[src/rtl/rtc_cal_pkg.sv]
package rtc_cal_pkg;
    localparam int REG_W        = 32;
    localparam int MATCH_W      = 19;
    localparam int MODE_LSB     = 19;
    localparam int CAL_EN_BIT   = 23;
    localparam int FINE_DIR_BIT = 24;
    localparam int FINE_VLD_BIT = 25;
    localparam logic [REG_W-1:0] WR_MASK = 32'h039F_FFFF;

    typedef enum logic [1:0] {
        ADJ_OFF0    = 2'd0,
        ADJ_OFF1    = 2'd1,
        ADJ_SWALLOW = 2'd2,
        ADJ_INSERT  = 2'd3
    } adj_mode_e;

    typedef enum logic {
        CAL_IDLE  = 1'b0,
        CAL_COUNT = 1'b1
    } cal_state_e;

    typedef enum logic {
        FINE_IDLE  = 1'b0,
        FINE_ARMED = 1'b1
    } fine_state_e;
endpackage

[src/rtl/rtc_prescaler.sv]
module rtc_prescaler #(
    parameter int DIV_LO = 256,
    parameter int DIV_HI = 128
) (
    input  logic clk,
    input  logic rst_n,
    input  logic run_en,
    input  logic fine_req,
    input  logic fine_ins,
    output logic lo_wrap,
    output logic sec_wrap
);
    localparam int LO_W = (DIV_LO > 1) ? $clog2(DIV_LO) : 1;
    localparam int HI_W = $clog2(DIV_HI) + 1;
    localparam logic [LO_W-1:0] LO_LAST = LO_W'(DIV_LO - 1);
    localparam logic [HI_W-1:0] HI_MOD  = HI_W'(DIV_HI);

    logic [LO_W-1:0] lo_cnt, lo_nxt;
    logic [HI_W-1:0] hi_cnt, hi_sum, hi_nxt;
    logic [1:0]      hi_step;

    // Power-of-two first stage rolls over naturally; other ratios compare.
    generate
        if ((1 << LO_W) == DIV_LO) begin : g_lo_pow2
            assign lo_nxt = lo_cnt + 1'b1;
        end else begin : g_lo_mod
            assign lo_nxt = (lo_cnt == LO_LAST) ? '0 : lo_cnt + 1'b1;
        end
    endgenerate

    assign lo_wrap = run_en && (lo_cnt == LO_LAST);

    // A pending fine request changes how far the second stage moves at a wrap.
    always_comb begin
        if (fine_req && fine_ins)
            hi_step = 2'd0;
        else if (fine_req)
            hi_step = 2'd2;
        else
            hi_step = 2'd1;
    end

    assign hi_sum   = hi_cnt + HI_W'(hi_step);
    assign sec_wrap = lo_wrap && (hi_sum >= HI_MOD);
    assign hi_nxt   = (hi_sum >= HI_MOD) ? hi_sum - HI_MOD : hi_sum;

    always_ff @(posedge clk or negedge rst_n) begin
        if (!rst_n) begin
            lo_cnt <= '0;
            hi_cnt <= '0;
        end else if (run_en) begin
            lo_cnt <= lo_nxt;
            if (lo_wrap)
                hi_cnt <= hi_nxt;
        end
    end
endmodule

[src/rtl/rtc_fine_fsm.sv]
module rtc_fine_fsm
    import rtc_cal_pkg::*;
(
    input  logic clk,
    input  logic rst_n,
    input  logic wr_en,
    input  logic wr_valid,
    input  logic lo_wrap,
    output logic fine_pend
);
    fine_state_e state_q, state_d;

    always_ff @(posedge clk or negedge rst_n) begin
        if (!rst_n)
            state_q <= FINE_IDLE;
        else
            state_q <= state_d;
    end

    always_comb begin
        state_d = state_q;
        unique case (state_q)
            FINE_IDLE: begin
                if (wr_en && wr_valid)
                    state_d = FINE_ARMED;
            end
            FINE_ARMED: begin
                if (wr_en)
                    state_d = wr_valid ? FINE_ARMED : FINE_IDLE;
                else if (lo_wrap)
                    state_d = FINE_IDLE;
            end
            default: state_d = FINE_IDLE;
        endcase
    end

    always_comb begin
        fine_pend = (state_q == FINE_ARMED);
    end
endmodule

[src/rtl/rtc_cal_fsm.sv]
module rtc_cal_fsm
    import rtc_cal_pkg::*;
#(
    parameter int M_W = MATCH_W
) (
    input  logic           clk,
    input  logic           rst_n,
    input  logic           wr_en,
    input  logic           wr_arm,
    input  logic           sec_wrap,
    input  logic [M_W-1:0] match,
    input  adj_mode_e      mode,
    output logic [1:0]     sec_step
);
    cal_state_e     state_q, state_d;
    logic [M_W-1:0] interval_q;
    logic           hit;

    assign hit = (state_q == CAL_COUNT) && (interval_q == match);

    always_ff @(posedge clk or negedge rst_n) begin
        if (!rst_n) begin
            state_q    <= CAL_IDLE;
            interval_q <= '0;
        end else begin
            state_q <= state_d;
            if (wr_en)
                interval_q <= '0;
            else if (sec_wrap && state_q == CAL_COUNT)
                interval_q <= hit ? '0 : interval_q + 1'b1;
        end
    end

    always_comb begin
        state_d = state_q;
        unique case (state_q)
            CAL_IDLE:  if (wr_en && wr_arm)  state_d = CAL_COUNT;
            CAL_COUNT: if (wr_en && !wr_arm) state_d = CAL_IDLE;
            default:   state_d = CAL_IDLE;
        endcase
    end

    always_comb begin
        sec_step = 2'd1;
        if (hit) begin
            unique case (mode)
                ADJ_INSERT:  sec_step = 2'd2;
                ADJ_SWALLOW: sec_step = 2'd0;
                default:     sec_step = 2'd1;
            endcase
        end
    end
endmodule

[src/rtl/rtc_cal_core.sv]
module rtc_cal_core
    import rtc_cal_pkg::*;
#(
    parameter int DIV_LO = 256,
    parameter int DIV_HI = 128,
    parameter int CNT_W  = 32
) (
    input  logic             clk,
    input  logic             rst_n,
    input  logic             run_en,
    input  logic             wr_en,
    input  logic [REG_W-1:0] wr_data,
    output logic [REG_W-1:0] rd_data,
    output logic [CNT_W-1:0] sec_count,
    output logic             sec_tick
);
    localparam logic [REG_W-1:0] VLD_ONLY = REG_W'(1) << FINE_VLD_BIT;

    logic [REG_W-1:0] adj_q;
    logic             fine_pend;
    logic             lo_wrap;
    logic             sec_wrap;
    logic [1:0]       sec_step;
    logic             wr_arm;
    adj_mode_e        cur_mode;

    assign cur_mode = adj_mode_e'(adj_q[MODE_LSB +: 2]);
    assign wr_arm   = wr_data[CAL_EN_BIT] && wr_data[MODE_LSB + 1];

    always_ff @(posedge clk or negedge rst_n) begin
        if (!rst_n)
            adj_q <= '0;
        else if (wr_en)
            adj_q <= wr_data & WR_MASK;
    end

    assign rd_data = (adj_q & ~VLD_ONLY) | (fine_pend ? VLD_ONLY : '0);

    rtc_prescaler #(
        .DIV_LO (DIV_LO),
        .DIV_HI (DIV_HI)
    ) u_presc (
        .clk      (clk),
        .rst_n    (rst_n),
        .run_en   (run_en),
        .fine_req (fine_pend),
        .fine_ins (adj_q[FINE_DIR_BIT]),
        .lo_wrap  (lo_wrap),
        .sec_wrap (sec_wrap)
    );

    rtc_fine_fsm u_fine (
        .clk       (clk),
        .rst_n     (rst_n),
        .wr_en     (wr_en),
        .wr_valid  (wr_data[FINE_VLD_BIT]),
        .lo_wrap   (lo_wrap),
        .fine_pend (fine_pend)
    );

    rtc_cal_fsm #(
        .M_W (MATCH_W)
    ) u_cal (
        .clk      (clk),
        .rst_n    (rst_n),
        .wr_en    (wr_en),
        .wr_arm   (wr_arm),
        .sec_wrap (sec_wrap),
        .match    (adj_q[MATCH_W-1:0]),
        .mode     (cur_mode),
        .sec_step (sec_step)
    );

    always_ff @(posedge clk or negedge rst_n) begin
        if (!rst_n) begin
            sec_count <= '0;
            sec_tick  <= 1'b0;
        end else begin
            sec_tick <= sec_wrap;
            if (sec_wrap)
                sec_count <= sec_count + CNT_W'(sec_step);
        end
    end
endmodule

[config.mk]
export PLATFORM = sky130hd
export DESIGN_NAME = rtc_cal_core
export DESIGN_NICKNAME = d
export VERILOG_FILES = /design/src/rtl/rtc_cal_pkg.sv /design/src/rtl/rtc_prescaler.sv /design/src/rtl/rtc_fine_fsm.sv /design/src/rtl/rtc_cal_fsm.sv /design/src/rtl/rtc_cal_core.sv
export SDC_FILE = /design/constraint.sdc
export NUM_CORES = 1
export LEC_CHECK = 0
export CAP_MARGIN = 20
export CORE_UTILIZATION = 46
export CTS_CLUSTER_SIZE = 30
export DETAILED_ROUTE_END_ITERATION = 6
export HOLD_SLACK_MARGIN = 0.1
export PLACE_DENSITY = 0.76
export SYNTH_ARGS = -nofsm -noshare
export SYNTH_HDL_FRONTEND = slang
export SYNTH_SLANG_ARGS = --single-unit
[constraint.sdc]
create_clock -name clk -period 3.1 [get_ports clk]
set_input_delay 0.62 -clock clk [delete_from_list [all_inputs] [get_ports clk]]
set_output_delay 0.62 -clock clk [all_outputs]
set_load 0.03 [all_outputs]
==> results of run 1 <==
==> area by class of cell <==
class | instances | area share (%)
Tap cell | 133 | 2.75
Timing Repair Buffer | 121 | 18.7
Inverter | 12 | 0.745
Multi-Input combinational cell | 296 | 36.0
Sequential cell | 93 | 38.6
Clock buffer | 9 | 2.05
Clock inverter | 7 | 1.10
==> Yosys cell counts (all sizes together) (2+ instances only) <==
| cell type | instances |
|---|---|
| a21o | 2 |
| a21oi | 2 |
| a22o | 12 |
| and2 | 2 |
| and3 | 14 |
| and4 | 5 |
| buf | 15 |
| clkbuf | 4 |
| dfrtp | 93 |
| fa | 2 |
| ha | 6 |
| inv | 12 |
| mux2 | 24 |
| nand2 | 35 |
| nand2b | 3 |
| nand3 | 25 |
| nand4 | 14 |
| nor2 | 17 |
| nor2b | 7 |
| nor3 | 10 |
| nor4 | 7 |
| o21ai | 17 |
| o2bb2a | 3 |
| o2bb2ai | 2 |
| o31ai | 6 |
| xnor2 | 34 |
| xor2 | 29 |
==> logic make-up (layout without fill, tap and decap cells) <==
group | Yosys count | count (layout) | synth area share (%)
and+or+nand+nor | 147 | 147 | 17.7
AOI/OAI and AO/OA | 46 | 46 | 7.32
other | 1 | 8 | 0.0816
buffers and inverters | 31 | 149 | 3.46
muxes | 24 | 24 | 5.88
DFF | 93 | 93 | 50.6
xor gates and xnor gates | 63 | 63 | 12.4
adders and majority gates | 8 | 8 | 2.50
==> cell usage in the layout (no fill, tap or decap), types with 9 or more instances in the layout <==
master / count
mux2_2: 24
and3_1: 14
nand3_1: 23
nor2_1: 16
nand2_1: 35
xor2_1: 29
o21ai_0: 17
buf_4: 36
inv_1: 12
xnor2_1: 33
dfrtp_1: 87
nand4_1: 14
a22o_1: 12
clkdlybuf4s50_1: 83
clkbuf_8: 9
==> sequential cells by signal (all words and copies together), names as in the netlist, named ones only <==
register	count
adj_q	23
sec_count	32
sec_tick	1
u_cal.interval_q	19
u_fine.fine_pend	1
u_presc.hi_cnt	8
u_presc.lo_cnt	8
==> power by group <==
group          internal (mW)  switching (mW)  leakage (nW)  total [mW]
clock                  0.368           0.419        0.0987       0.787
sequential              1.29          0.0790          1.23        1.37
combinational          0.195           0.197          1.39       0.393
==> worst reg2reg max path: cells and delay by family (launching register included) <==
kind	cells	cell delay (ns)
and+or+nand+nor	6	1.72
xor gates and xnor gates	2	0.34
adders and majority gates	1	0.35
DFF	1	0.42
==> path summary, 6_finish.rpt <==
| kind | to | slack [ns] | depth (start not counted) |
|---|---|---|---|
| hold / removal | sec_count[9] | 0.27 | 1 |
| setup reg to reg | sec_count[4] | 0.15 | 9 |
| max in group asynchronous | sec_count[3] | 2.18 | 2 |
| setup / recovery | sec_count[4] | 0.15 | 9 |
| hold reg to reg | u_presc.hi_cnt[5] | 0.47 | 1 |
| min in group clk | u_presc.hi_cnt[5] | 0.47 | 1 |
==> metal layers <==
layer  vias to the layer above  global-route usage, %  share of wire (%)
li1                       1685                      -                  -
met4                         0                   8.13                1.9
met2                       113                   31.3                 45
met3                        17                   3.83                5.0
met5                         -                      0                  0
met1                      1700                   29.1                 48
==> repair_timing <==
action,in CTS,in global routing
buffers inserted,0,2
pin swaps,3,6
cloned,0,0
hold endpoints to repair,0,0
setup endpoints to repair,13,18
resized for setup,3,7
hold buffers,0,0
==> stage by stage <==
stage | setup TNS [ns] | cells
5_1_grt | 0 | 671
2_1_floorplan | 0 | 420
3_5_place_dp | -0.501 | 653
3_3_place_gp | -0.229 | 653
6_report | 0 | 671
4_1_cts | 0 | 669
==> flow_summary.toml, run 1 <==
[global_route]
grt_pass1_vias = 3345
gr-total-overflow = 0
grt_pass1_wl_um = 16400
antenna_found_initial = 0
grt_usage_pct = 20.5
grt_max_degree = 51

[floorplanning]
dieArea_um2 = 10400
start_util_pct = 47.2
fp.coreArea_um2 = 9730
die_h_um = 102
ioPinCount = 101
rows = 36
die_w_um = 102

[synthesis]
ys_types = 45
async_flop_share_pct = 100
ys_seq_area_share_pct = 50.6
synth_flop_cell = "dfrtp_1"
synthesis.area_um2 = 4600
yosysWarnings = 0
syn_inst = 413
ys_ff_latch = 93
synth_area_leader_cell = "dfrtp_1"
syn_avg_cell_area_um2 = 11.1
synth_top_area_share_pct = 50.6
synthTopCellsByArea = "dfrtp_1 51%, xnor2_1 6.3%, mux2_2 5.9%, xor2_1 5.5%, nand2_1 2.9%"
synth-edff-count = 0

[cts]
path_clk_slew_ns = 0.09
h-tree-depth = 3
cts_tree = "yes"
numCtsBuffers = 9
clockBufferDepth = 2
clkSinkCount = 93
clock_latency_ns = 0.36
root_buffer = "clkbuf_8"

[sta]
hold-worst-slack_ns = 0.271
fin_crit_ns = 2.95
maxSlewViolCount = 0
setup_ws_ns = 0.150
setup_viol = 0
worstMarginPinSlew_ns = 0.792
min_period_over_period_pct = 95.1
skew_ns = 0.00794
grt_setup_unrepaired = "false"
max_freq_mhz = 339
slew_headroom_pct = 47.0
finalHoldViolations = 0

[routing]
drc = 0
drtIter0Drc = 163
antenna_left = 0
dr.pass1.iters = 4
wl_per_cell_um = 14.6
detail_route.vias_per_cell = 5.24
wl_um = 9770
vias = 3515

[layout]
num_antenna_cells = 0
drive_above_1_share_pct = 19.0
utilization_pct = 62.2
finalNetCount = 577
finalInstanceArea_um2 = 6050
regArea_um2 = 2330
multi_input_area_um2 = 2180
fill_cells = 818
syn2layout_area_growth_pct = 31.6

[placement]
dp_slack_ns = -0.0757
place.port_buffers = 84
gp_congestion = 0.797
placed_area_um2 = 5800
place_hpwl_um = 7160

[worst_setup_path]
worstPathArrival_ns = 3.19
critPathKind = "register to register"
cp_common_cell = "nand3_2"
cp.buffers_inverters = 0
reg2reg_from = "adj_q[15]"
cp-startpoint = "adj_q[15]"
cp-start-kind = "register"
critPathSlowestCell = "or4b_2"
worstPathRequired_ns = 3.34
slowest_delay_ns = 0.62
endpoint_kind = "register"
crit_family = "simple AND/OR/NAND/NOR gates"
worstPathMaxFanout = 3
cp_cell_sequence = "xor2_1 -> nor4_2 -> nand3_2 -> nor3_4 -> nand3_2 -> fa_2 -> or2b_4 -> or4b_2 -> xnor2_1"

[power]
total_power_mw = 2.55
ir_worst_vdd_mv = 0.324
power.leakage_nw = 2.72
powerDensity_nw_per_um2 = 421

[hold_path]
hold_path_class = "input pin to async pin"

[status]
status = "complete, no violations"

[flow_run]
cap_violations = 0
Note: power is estimated with default switching activity, not from simulation.
==> run 2, diff against run 1 <==
--- a/config.mk
+++ b/config.mk
@@ -11,6 +11,7 @@
 export DETAILED_ROUTE_END_ITERATION = 6
 export HOLD_SLACK_MARGIN = 0.1
 export PLACE_DENSITY = 0.76
+export SLEW_MARGIN = 20
 export SYNTH_ARGS = -nofsm -noshare
 export SYNTH_HDL_FRONTEND = slang
 export SYNTH_SLANG_ARGS = --single-unit
==> results of run 2 <==
No change in the layout: final DEF, timing and power equal those of run 1.
==> run 3, diff against run 2 <==
--- a/config.mk
+++ b/config.mk
@@ -9,6 +9,7 @@
 export CORE_UTILIZATION = 46
 export CTS_CLUSTER_SIZE = 30
 export DETAILED_ROUTE_END_ITERATION = 6
+export GPL_TIMING_DRIVEN = 0
 export HOLD_SLACK_MARGIN = 0.1
 export PLACE_DENSITY = 0.76
 export SLEW_MARGIN = 20
==> run 3 against run 2 <==
Against the previous run: utilization decreased by 0.35 points; non-clock buffer count decreased by 5; design area decreased by 0.56%; largest cell class unchanged; clock power decreased by 4.3%; worst hold slack got worse by 0.093 ns; sequential cell count unchanged; power decreased by 1.7%.
==> flow_summary.toml, run 3 (synthesis results as in run 1) <==
[sta]
min_period_over_period_pct = 97.6
skew_ns = 0.00708
worstMarginPinSlew_ns = 0.745
slew_headroom_pct = 50.1
fin_crit_ns = 3.03
max_freq_mhz = 330
setup_viol = 0
finalHoldViolations = 0
maxSlewViolCount = 0
totalNegativeSetupSlack_ns = 0

[routing]
drtIter0Drc = 143
wl_um = 10100
drc = 0
vias = 3508
wl_per_cell_um = 15.1
dr.pass1.iters = 4
antenna_left = 0
detail_route.vias_per_cell = 5.27

[cts]
root_buffer = "clkbuf_8"
clock_latency_ns = 0.36
path_clk_slew_ns = 0.08
numCtsBuffers = 9
h-tree-depth = 3
clockBufferDepth = 2
clkSinkCount = 93
cts_tree = "yes"

[layout]
largestRegisters = "sec_count: 32 flops, adj_q: 23 flops, u_cal.interval_q: 19 flops"
drive_above_1_share_pct = 18.6
largest_reg_flops = 32
layout_common_cells = "83 x clkdlybuf4s50_1, 81 x dfrtp_1, 35 x nand2_1"
finalNetCount = 572
num_antenna_cells = 0
layout.cells.most_common = "clkdlybuf4s50_1"
syn2layout_area_growth_pct = 30.9
utilization_pct = 61.8
largest-register = "sec_count"

[floorplanning]
ioPinCount = 101
fp.coreArea_um2 = 9730
rows = 36
die_h_um = 102
die_w_um = 102
start_util_pct = 47.2
dieArea_um2 = 10400

[power]
powerDensity_nw_per_um2 = 416
ir_worst_vdd_mv = 0.218
power.leakage_nw = 2.68

[worst_setup_path]
reg2reg_from = "u_cal.interval_q[10]"
worstPathArrival_ns = 3.31
cp-startpoint = "u_cal.interval_q[10]"
critPathKind = "register to register"
worstPathRequired_ns = 3.38
worstPathMaxFanout = 5
r2r_slack_ns = 0.07
r2r_cells = 11
r2r-end = "sec_count[14]"
cp-start-kind = "register"
crit_end = "sec_count[14]"
endpoint_kind = "register"

[global_route]
grt_max_degree = 50
grt_usage_pct = 20.6
grt_pass1_wl_um = 16500
antenna_found_initial = 0
grt_pass1_vias = 3452
gr-total-overflow = 0

[placement]
gp_congestion = 0.844
place.port_buffers = 84
place_hpwl_um = 7250

[hold_path]
hold_path_class = "input pin to async pin"

[status]
status = "complete, no violations"

[flow_run]
cap_violations = 0
[run 3: worst min-delay path by stage]
stage / startpoint / end / slack (ns) / cells after the start
6_report: rst_n / sec_count[10] / 0.18 / 1
5_1_grt: rst_n / sec_count[10] / 0.20 / 1
4_1_cts: rst_n / sec_count[1] / 0.19 / 1
3_5_place_dp: sec_count[31] / sec_count[31] / 0.47 / 1
3_3_place_gp: u_presc.hi_cnt[5] / u_presc.hi_cnt[5] / 0.46 / 1
2_1_floorplan: rst_n / async pin / 0.32 / 0
[run 3: power breakdown]
group          switching, mW  total (mW)  internal, mW  leakage, nW
logic                  0.194       0.381         0.186         1.37
clock network          0.395       0.753         0.358       0.0937
registers             0.0815        1.37          1.29         1.22
[run 3: worst max-delay path: stages, from the launching register on]
cell     delay, ns
dfrtp_2       0.46
xor2_1        0.15
nor4_1        0.29
nand3_1       0.20
nor3_4        0.22
nand3_2       0.14
fa_2          0.37
or2b_4        0.28
or4_4         0.42
buf_6         0.15
nor3_4        0.12
xor2_1        0.15
[run 3: metal layers]
layer / track usage, % / vias to the layer above / wire length [um]
li1: - / 1669 / -
met1: 28.7 / 1726 / 4760
met2: 32.3 / 101 / 4690
met3: 4.10 / 12 / 462
met4: 7.03 / 0 / 159
met5: 0 / - / 0
[run 3: final cells by class]
cell class / count / area [um^2]
well taps: 133 / 166
fillers: 813 / 3710
clock inverters: 1 / 5.00
flip-flops and latches: 93 / 2340
multi-input cells: 296 / 2200
inverters: 12 / 45.0
plain buffers: 19 / 120
repair buffers: 97 / 960
clock buffers: 15 / 176
[run 3: stage by stage]
stage	power, mW	instances	hold WS [ns]	worst slack, ns	cell area (um^2)
2_1_floorplan	1.60	420	0.324	0.00176	4630
3_3_place_gp	1.76	637	0.458	-2.33	5640
3_5_place_dp	1.77	638	0.466	-0.351	5670
4_1_cts	2.53	657	0.186	0.0235	5890
5_1_grt	2.62	666	0.204	-0.0204	6020
6_report	2.51	666	0.177	0.0739	6020
[run 3: what timing repair did]
item	4_1_cts	5_1_grt
resized for setup	4	19
cloned	0	0
buffers inserted	3	9
endpoints found under the hold margin	0	0
pin swaps	6	5
hold buffers	0	0
setup endpoints to repair	22	22
